**src/rtl/mchf_pkg.sv**
```systemverilog
// Shared constants, types and the byte-wide CRC step for the multicast
// hash filter. Assumes a 32-bit reflected CRC fed LSB first.
package mchf_pkg;
    localparam int          CRC_W     = 32;
    localparam logic [31:0] CRC_POLY  = 32'hEDB88320;
    localparam logic [31:0] CRC_SEED  = 32'hFFFFFFFF;

    typedef logic [CRC_W-1:0] crc_t;

    // Advance the remainder by one byte, bit 0 of the byte first.
    function automatic crc_t crc_step_byte(crc_t cur, logic [7:0] data);
        crc_t r;
        r = cur;
        for (int k = 0; k < 8; k++) begin
            if (r[0] ^ data[k]) r = (r >> 1) ^ CRC_POLY;
            else                r = r >> 1;
        end
        return r;
    endfunction
endpackage

```
**src/rtl/mchf_addr_seq.sv**
```systemverilog
// Byte sequencer: counts accepted address bytes, flags the first and the
// last byte, and remembers whether the address is multicast.
// Assumes ADDR_BYTES >= 2.
module mchf_addr_seq #(
    parameter int ADDR_BYTES = 6
) (
    input  logic clk,
    input  logic rst_n,
    input  logic byte_valid,
    input  logic byte_lsb,
    output logic first_byte,
    output logic last_byte,
    output logic is_mcast
);
    localparam int CNT_W = $clog2(ADDR_BYTES);

    logic [CNT_W-1:0] cnt_q;
    logic             mcast_q;

    assign first_byte = (cnt_q == '0);
    assign last_byte  = (cnt_q == CNT_W'(ADDR_BYTES - 1));
    assign is_mcast   = first_byte ? byte_lsb : mcast_q;

    // Step the byte position on each accepted byte; wrap after the last.
    always_ff @(posedge clk) begin
        if (!rst_n)                        cnt_q <= '0;
        else if (byte_valid && last_byte)  cnt_q <= '0;
        else if (byte_valid)               cnt_q <= cnt_q + 1'b1;
    end

    // Capture the group bit from the first byte of each address.
    always_ff @(posedge clk) begin
        if (!rst_n)                         mcast_q <= 1'b0;
        else if (byte_valid && first_byte)  mcast_q <= byte_lsb;
    end
endmodule

```
**src/rtl/mchf_crc_engine.sv**
```systemverilog
// Serial CRC over the address bytes, one byte per accepted cycle. The
// first byte of an address reseeds the remainder. The combinational
// next-remainder output lets the caller use the final value in the cycle
// of the last byte. Only the low OUT_W bits are exported.
module mchf_crc_engine
    import mchf_pkg::*;
#(
    parameter int OUT_W = 6
) (
    input  logic             clk,
    input  logic             rst_n,
    input  logic             byte_valid,
    input  logic             first_byte,
    input  logic [7:0]       data,
    output logic [OUT_W-1:0] crc_low
);
    crc_t crc_q;
    crc_t crc_seed;
    crc_t crc_next;

    // Select the running remainder or a fresh seed, then fold in the byte.
    always_comb begin
        crc_seed = first_byte ? CRC_SEED : crc_q;
        crc_next = crc_step_byte(crc_seed, data);
    end

    assign crc_low = crc_next[OUT_W-1:0];

    // Hold the remainder between accepted bytes.
    always_ff @(posedge clk) begin
        if (!rst_n)          crc_q <= CRC_SEED;
        else if (byte_valid) crc_q <= crc_next;
    end
endmodule

```
**src/rtl/mchf_hash_index.sv**
```systemverilog
// Maps the low CRC bits onto a word select and a bit position as if the
// whole remainder were bit-reversed: CRC bit 0 is the top hash bit.
// Purely combinational.
module mchf_hash_index #(
    parameter int WSEL_W = 1,
    parameter int BSEL_W = 5
) (
    input  logic [WSEL_W+BSEL_W-1:0] crc_low,
    output logic [WSEL_W-1:0]        word_idx,
    output logic [BSEL_W-1:0]        bit_idx
);
    // Reverse the word-select field bit by bit.
    for (genvar m = 0; m < WSEL_W; m++) begin : g_wsel
        assign word_idx[WSEL_W-1-m] = crc_low[m];
    end
    // Reverse the bit-position field bit by bit.
    for (genvar m = 0; m < BSEL_W; m++) begin : g_bsel
        assign bit_idx[BSEL_W-1-m] = crc_low[WSEL_W+m];
    end
endmodule

```
**src/rtl/mchf_hash_table.sv**
```systemverilog
// Hash table held as TABLE_WORDS registers of WORD_W bits. It has one
// host word port for writes and combinational reads, and one lookup port
// that returns a single bit.
module mchf_hash_table #(
    parameter int TABLE_WORDS = 2,
    parameter int WORD_W      = 32,
    localparam int WSEL_W     = $clog2(TABLE_WORDS),
    localparam int BSEL_W     = $clog2(WORD_W)
) (
    input  logic              clk,
    input  logic              rst_n,
    input  logic              wr_en,
    input  logic [WSEL_W-1:0] wr_sel,
    input  logic [WORD_W-1:0] wr_data,
    output logic [WORD_W-1:0] rd_data,
    input  logic [WSEL_W-1:0] lk_word,
    input  logic [BSEL_W-1:0] lk_bit,
    output logic              lk_hit
);
    logic [WORD_W-1:0] words_q [TABLE_WORDS];

    // One register per word; reset clears the table.
    for (genvar w = 0; w < TABLE_WORDS; w++) begin : g_word
        always_ff @(posedge clk) begin
            if (!rst_n)                                 words_q[w] <= '0;
            else if (wr_en && wr_sel == WSEL_W'(w))     words_q[w] <= wr_data;
        end
    end

    assign rd_data = words_q[wr_sel];
    assign lk_hit  = words_q[lk_word][lk_bit];
endmodule

```
**src/rtl/mchf_filter.sv**
```systemverilog
// Multicast destination hash filter top. It takes six address bytes, one
// per accepted cycle, and registers a hit or miss one cycle after the
// last byte. The result holds until the next address begins. The table
// lookup sees the table as registered before any same-edge write.
module mchf_filter #(
    parameter int ADDR_BYTES  = 6,
    parameter int TABLE_WORDS = 2,
    parameter int WORD_W      = 32,
    localparam int WSEL_W     = $clog2(TABLE_WORDS),
    localparam int BSEL_W     = $clog2(WORD_W),
    localparam int IDX_W      = WSEL_W + BSEL_W
) (
    input  logic              clk,
    input  logic              rst_n,
    input  logic              addr_valid,
    input  logic [7:0]        addr_byte,
    output logic              match_valid,
    output logic              match_hit,
    input  logic              tbl_we,
    input  logic [WSEL_W-1:0] tbl_sel,
    input  logic [WORD_W-1:0] tbl_wdata,
    output logic [WORD_W-1:0] tbl_rdata
);
    logic              first_byte, last_byte, is_mcast;
    logic [IDX_W-1:0]  crc_low;
    logic [WSEL_W-1:0] word_idx;
    logic [BSEL_W-1:0] bit_idx;
    logic              lk_hit;

    mchf_addr_seq #(.ADDR_BYTES(ADDR_BYTES)) u_seq (
        .clk(clk), .rst_n(rst_n), .byte_valid(addr_valid),
        .byte_lsb(addr_byte[0]), .first_byte(first_byte),
        .last_byte(last_byte), .is_mcast(is_mcast)
    );

    mchf_crc_engine #(.OUT_W(IDX_W)) u_crc (
        .clk(clk), .rst_n(rst_n), .byte_valid(addr_valid),
        .first_byte(first_byte), .data(addr_byte), .crc_low(crc_low)
    );

    mchf_hash_index #(.WSEL_W(WSEL_W), .BSEL_W(BSEL_W)) u_idx (
        .crc_low(crc_low), .word_idx(word_idx), .bit_idx(bit_idx)
    );

    mchf_hash_table #(.TABLE_WORDS(TABLE_WORDS), .WORD_W(WORD_W)) u_tbl (
        .clk(clk), .rst_n(rst_n), .wr_en(tbl_we), .wr_sel(tbl_sel),
        .wr_data(tbl_wdata), .rd_data(tbl_rdata),
        .lk_word(word_idx), .lk_bit(bit_idx), .lk_hit(lk_hit)
    );

    // Publish the result after the last byte; drop it when a new address starts.
    always_ff @(posedge clk) begin
        if (!rst_n) begin
            match_valid <= 1'b0;
            match_hit   <= 1'b0;
        end else if (addr_valid && last_byte) begin
            match_valid <= 1'b1;
            match_hit   <= is_mcast & lk_hit;
        end else if (addr_valid && first_byte) begin
            match_valid <= 1'b0;
            match_hit   <= 1'b0;
        end
    end
endmodule

```
**config.mk**
```make
export PLATFORM = sky130hd
export DESIGN_NAME = mchf_filter
export DESIGN_NICKNAME = d
export VERILOG_FILES = /design/src/rtl/mchf_pkg.sv /design/src/rtl/mchf_addr_seq.sv /design/src/rtl/mchf_crc_engine.sv /design/src/rtl/mchf_hash_index.sv /design/src/rtl/mchf_hash_table.sv /design/src/rtl/mchf_filter.sv
export SDC_FILE = /design/constraint.sdc
export NUM_CORES = 1
export LEC_CHECK = 0
export BUFFER_PORTS_ARGS = -buffer_cell sky130_fd_sc_hd__buf_2
export CAP_MARGIN = 40
export CORE_ASPECT_RATIO = 1.2
export CORE_MARGIN = 2
export CORE_UTILIZATION = 41
export DETAILED_ROUTE_END_ITERATION = 16
export SKIP_LAST_GASP = 1
export SYNTH_ARGS = -nofsm -noshare
export SYNTH_HDL_FRONTEND = slang
export SYNTH_SLANG_ARGS = --single-unit
```
**constraint.sdc**
```tcl
create_clock -name clk -period 3.06 [get_ports clk]
set_input_delay 0.153 -clock clk [delete_from_list [all_inputs] [get_ports clk]]
set_output_delay 0.153 -clock clk [all_outputs]
set_load 0.01 [all_outputs]
```
==> results.yml <==
yosys:
  synth_cell_types: 48
  avgSynthCellArea_um2: 11.2
  synth_cells: 533
  synth-seq-cells: 102
  yosysTopAreaCell: "edfxtp_1"
  synth.area.top_cells: "edfxtp_1, dfxtp_1, xnor2_1"
  synth.top_cell.area_share_pct: 32.2
  synth_area_mm2: 0.00597
  seq_area_frac_synth_pct: 45.0
  ys_warn_count: 0
  synth_nets: 581
clock_tree:
  path_clk_slew_ns: 0.08
  clock-sinks: 102
  cts_buffer_depth: 2
  insertion_delay_ns: 0.35
  cts_tree: "yes"
  htreeDepth: 3
  cts-root-buf: "clkbuf_16"
  cts_buffers: 9
sta:
  hold_viol_final: 0
  setup-violations-final: 0
  worstMarginPinSlew_ns: 0.876
  relSlewSlack_pct: 41.6
  rsz0062_at_grt: "false"
  slew_violations: 0
  finalCritPeriodShare_pct: 95.1
  setup_ws_ns: 0.150
  fin_skew_ns: 0.00796
  fmax_mhz: 344
  finalCriticalPeriod_ns: 2.91
  tns_ns: 0
floorplanning:
  ioPinCount: 79
  coreArea_mm2: 0.0143
  die_w_um: 114
  die_h_um: 136
  design.die.area_mm2: 0.0155
  num_rows: 48
  initial_core_util_pct: 41.7
pwr:
  switching_share_pct: 32.0
  p_seq_share_pct: 39.7
  leakagePower_nw: 2.76
  ir_drop_uv: 264
  p_int_mw: 2.94
  combPwrFrac_pct: 34.3
  power.switching_mw: 1.38
  p_clk_share_pct: 25.9
  power.density_mw_per_mm2: 626
critical_path:
  critPathKind: "reg -> reg"
  critical_path.max_stage_delay_ns: 0.58
  critPathMaxFanout: 10
  critPathSlowestCell: "mux4_1"
  cp-start-kind: "flip-flop"
  crit_required_ns: 3.29
  crit_chain: "inv_1, ha_1, nor2b_2, buf_4, nor2_4, xnor2_4, buf_6, mux4_1, or4_1, o211ai_2, o41ai_2"
  reg2reg_slack_ns: 0.15
  endpoint_kind: "flip-flop"
  critPathArrivalTime_ns: 3.14
global_route:
  antenna_found_initial: 0
  grt_max_degree: 40
  grt_pass1_wl_um: 21500
  grt_pass1_vias: 4168
  grt_overflow_total: 0
  grt_use_total_pct: 17.9
place:
  place.gp.congestion: 0.793
  pre_cts_ws_ns: -0.00932
  dpl.hpwl_um: 9480
  dp_cells: 773
  port_buffers: 78
final_layout:
  utilization_pct: 48.3
  nNetsFinal: 660
  area_growth_pct: 15.8
  n_antenna_cell: 0
  drive_above_1_share_pct: 30.6
  post_layout_nonfiller_instances: 792
detailed_routing:
  totalWireLength_um: 13300
  first_iter_violations: 217
  vias: 4023
  dr.pass1.iters: 4
  avgRoutedWirePerCell_um: 16.8
  ant_nets: 0
  viasPerCell: 5.08
  drc: 0
worst_hold_path:
  hp-class: "in -> reg"
run:
  max_cap_viol_count: 0
outcome:
  status: "finished clean"
-- layer usage --
layer / track usage (%) / up-vias / wire length [um]
met2: 30.9 / 83 / 6690
met4: 5.28 / 0 / 184
met5: 0 / - / 0
met1: 23.0 / 1957 / 5920
met3: 3.30 / 10 / 473
li1: - / 1973 / -
-- cell type report --
| type | count | area [um2] |
|---|---|---|
| tap | 175 | 219 |
| timing repair buffer | 103 | 582 |
| multi-input combinational | 390 | 3120 |
| fill | 1329 | 7390 |
| inverter | 6 | 25.0 |
| clock buffer | 10 | 229 |
| sequential | 102 | 2680 |
| clock inverter | 6 | 51.3 |
-- synth_stat cells, drive strengths merged --
library cell / n
o21ai: 34
o22ai: 1
xnor2: 68
mux2: 36
ha: 3
nand3b: 2
and2: 67
nand2: 60
a21boi: 1
xor2: 19
o41ai: 1
nand2b: 2
a21o: 1
xnor3: 3
o211ai: 4
or4: 1
o2111ai: 1
buf: 13
a21oi: 2
and3: 1
o32a: 1
clkbuf: 22
edfxtp: 64
nor2: 40
nand3: 6
nor3b: 1
mux2i: 12
a22oi: 1
a221oi: 2
mux4: 14
nor2b: 4
or3: 2
inv: 6
dfxtp: 38
-- power groups by stage --
| stage | logic [mW] | clock network (mW) | registers (mW) |
|---|---|---|---|
| floorplan | 1.13 | 0 | 1.71 |
| finish | 1.48 | 1.12 | 1.72 |
| CTS | 1.50 | 1.14 | 1.72 |
| global route | 1.63 | 1.19 | 1.74 |
| global placement | 1.45 | 0 | 1.75 |
| detailed placement | 1.46 | 0 | 1.75 |
-- timing repair --
item,4_1_cts,5_1_grt
pin swaps,1,0
setup buffers,3,0
gates cloned,0,0
endpoints found under the setup margin,1,1
hold buffers,0,0
gates resized for setup,0,3
-- cells in the final DEF, fill, tap and decap left out, drive strengths merged, types with 2 or more instances in the layout --
| cell | count |
|---|---|
| o211ai | 4 |
| inv | 10 |
| dfxtp | 38 |
| mux4 | 14 |
| buf | 103 |
| a221oi | 2 |
| and2 | 67 |
| mux2 | 36 |
| nor2b | 4 |
| nand3 | 6 |
| ha | 3 |
| mux2i | 12 |
| xnor3 | 3 |
| edfxtp | 64 |
| clkbuf | 10 |
| nand2b | 2 |
| nor2 | 40 |
| o21ai | 34 |
| xor2 | 19 |
| nand2 | 60 |
| nand3b | 2 |
| clkinv | 2 |
| or3 | 2 |
| a21oi | 2 |
| xnor2 | 68 |
-- worst paths after layout --
kind | from | to | cells past startpoint
setup / recovery | u_seq.cnt_q[0] | match_hit | 11
setup reg to reg | u_seq.cnt_q[0] | match_hit | 11
hold reg to reg | u_crc.crc_q[27] | u_crc.crc_q[27] | 2
hold / removal | tbl_wdata[31] | u_tbl.words_q[0][31] | 2
-- flip-flops by register name (all words and copies together), names as in the netlist --
name,count
match_valid,1
match_hit,1
u_seq.mcast_q,1
u_seq.cnt_q,3
u_tbl.words_q,64
u_crc.crc_q,32
-- worst max-delay path: cells and delay by family, from the launching register on --
family          cells  cell delay [ns]
compound gates      2             0.19
xor+xnor            1             0.15
fa+ha+maj           1             0.22
buf+inv             3             0.45
flops               1             0.37
mux                 1             0.58
simple gates        3             0.83
-- logic make-up after synthesis --
kind of cell	after synthesis	share of synthesized area [%]
AND/OR/NAND/NOR	186	15.5
flip-flops	102	45.0
XOR/XNOR	90	16.6
multiplexers	62	14.2
AO/OA/AOI/OAI	49	4.97
buffers and inverters	41	3.08
adder cells (fa/ha/maj)	3	0.629
-- metrics by stage --
| stage | instance area, um2 | hold slack [ns] | power, mW |
|---|---|---|---|
| floorplan | 5970 | 0.351 | 2.84 |
| global placement | 6590 | 0.437 | 3.19 |
| detailed placement | 6590 | 0.443 | 3.21 |
| CTS | 6890 | 0.0717 | 4.36 |
| global route | 6910 | 0.0805 | 4.56 |
| finish | 6910 | 0.0807 | 4.32 |
Note: power is estimated with default switching activity, not from simulation.
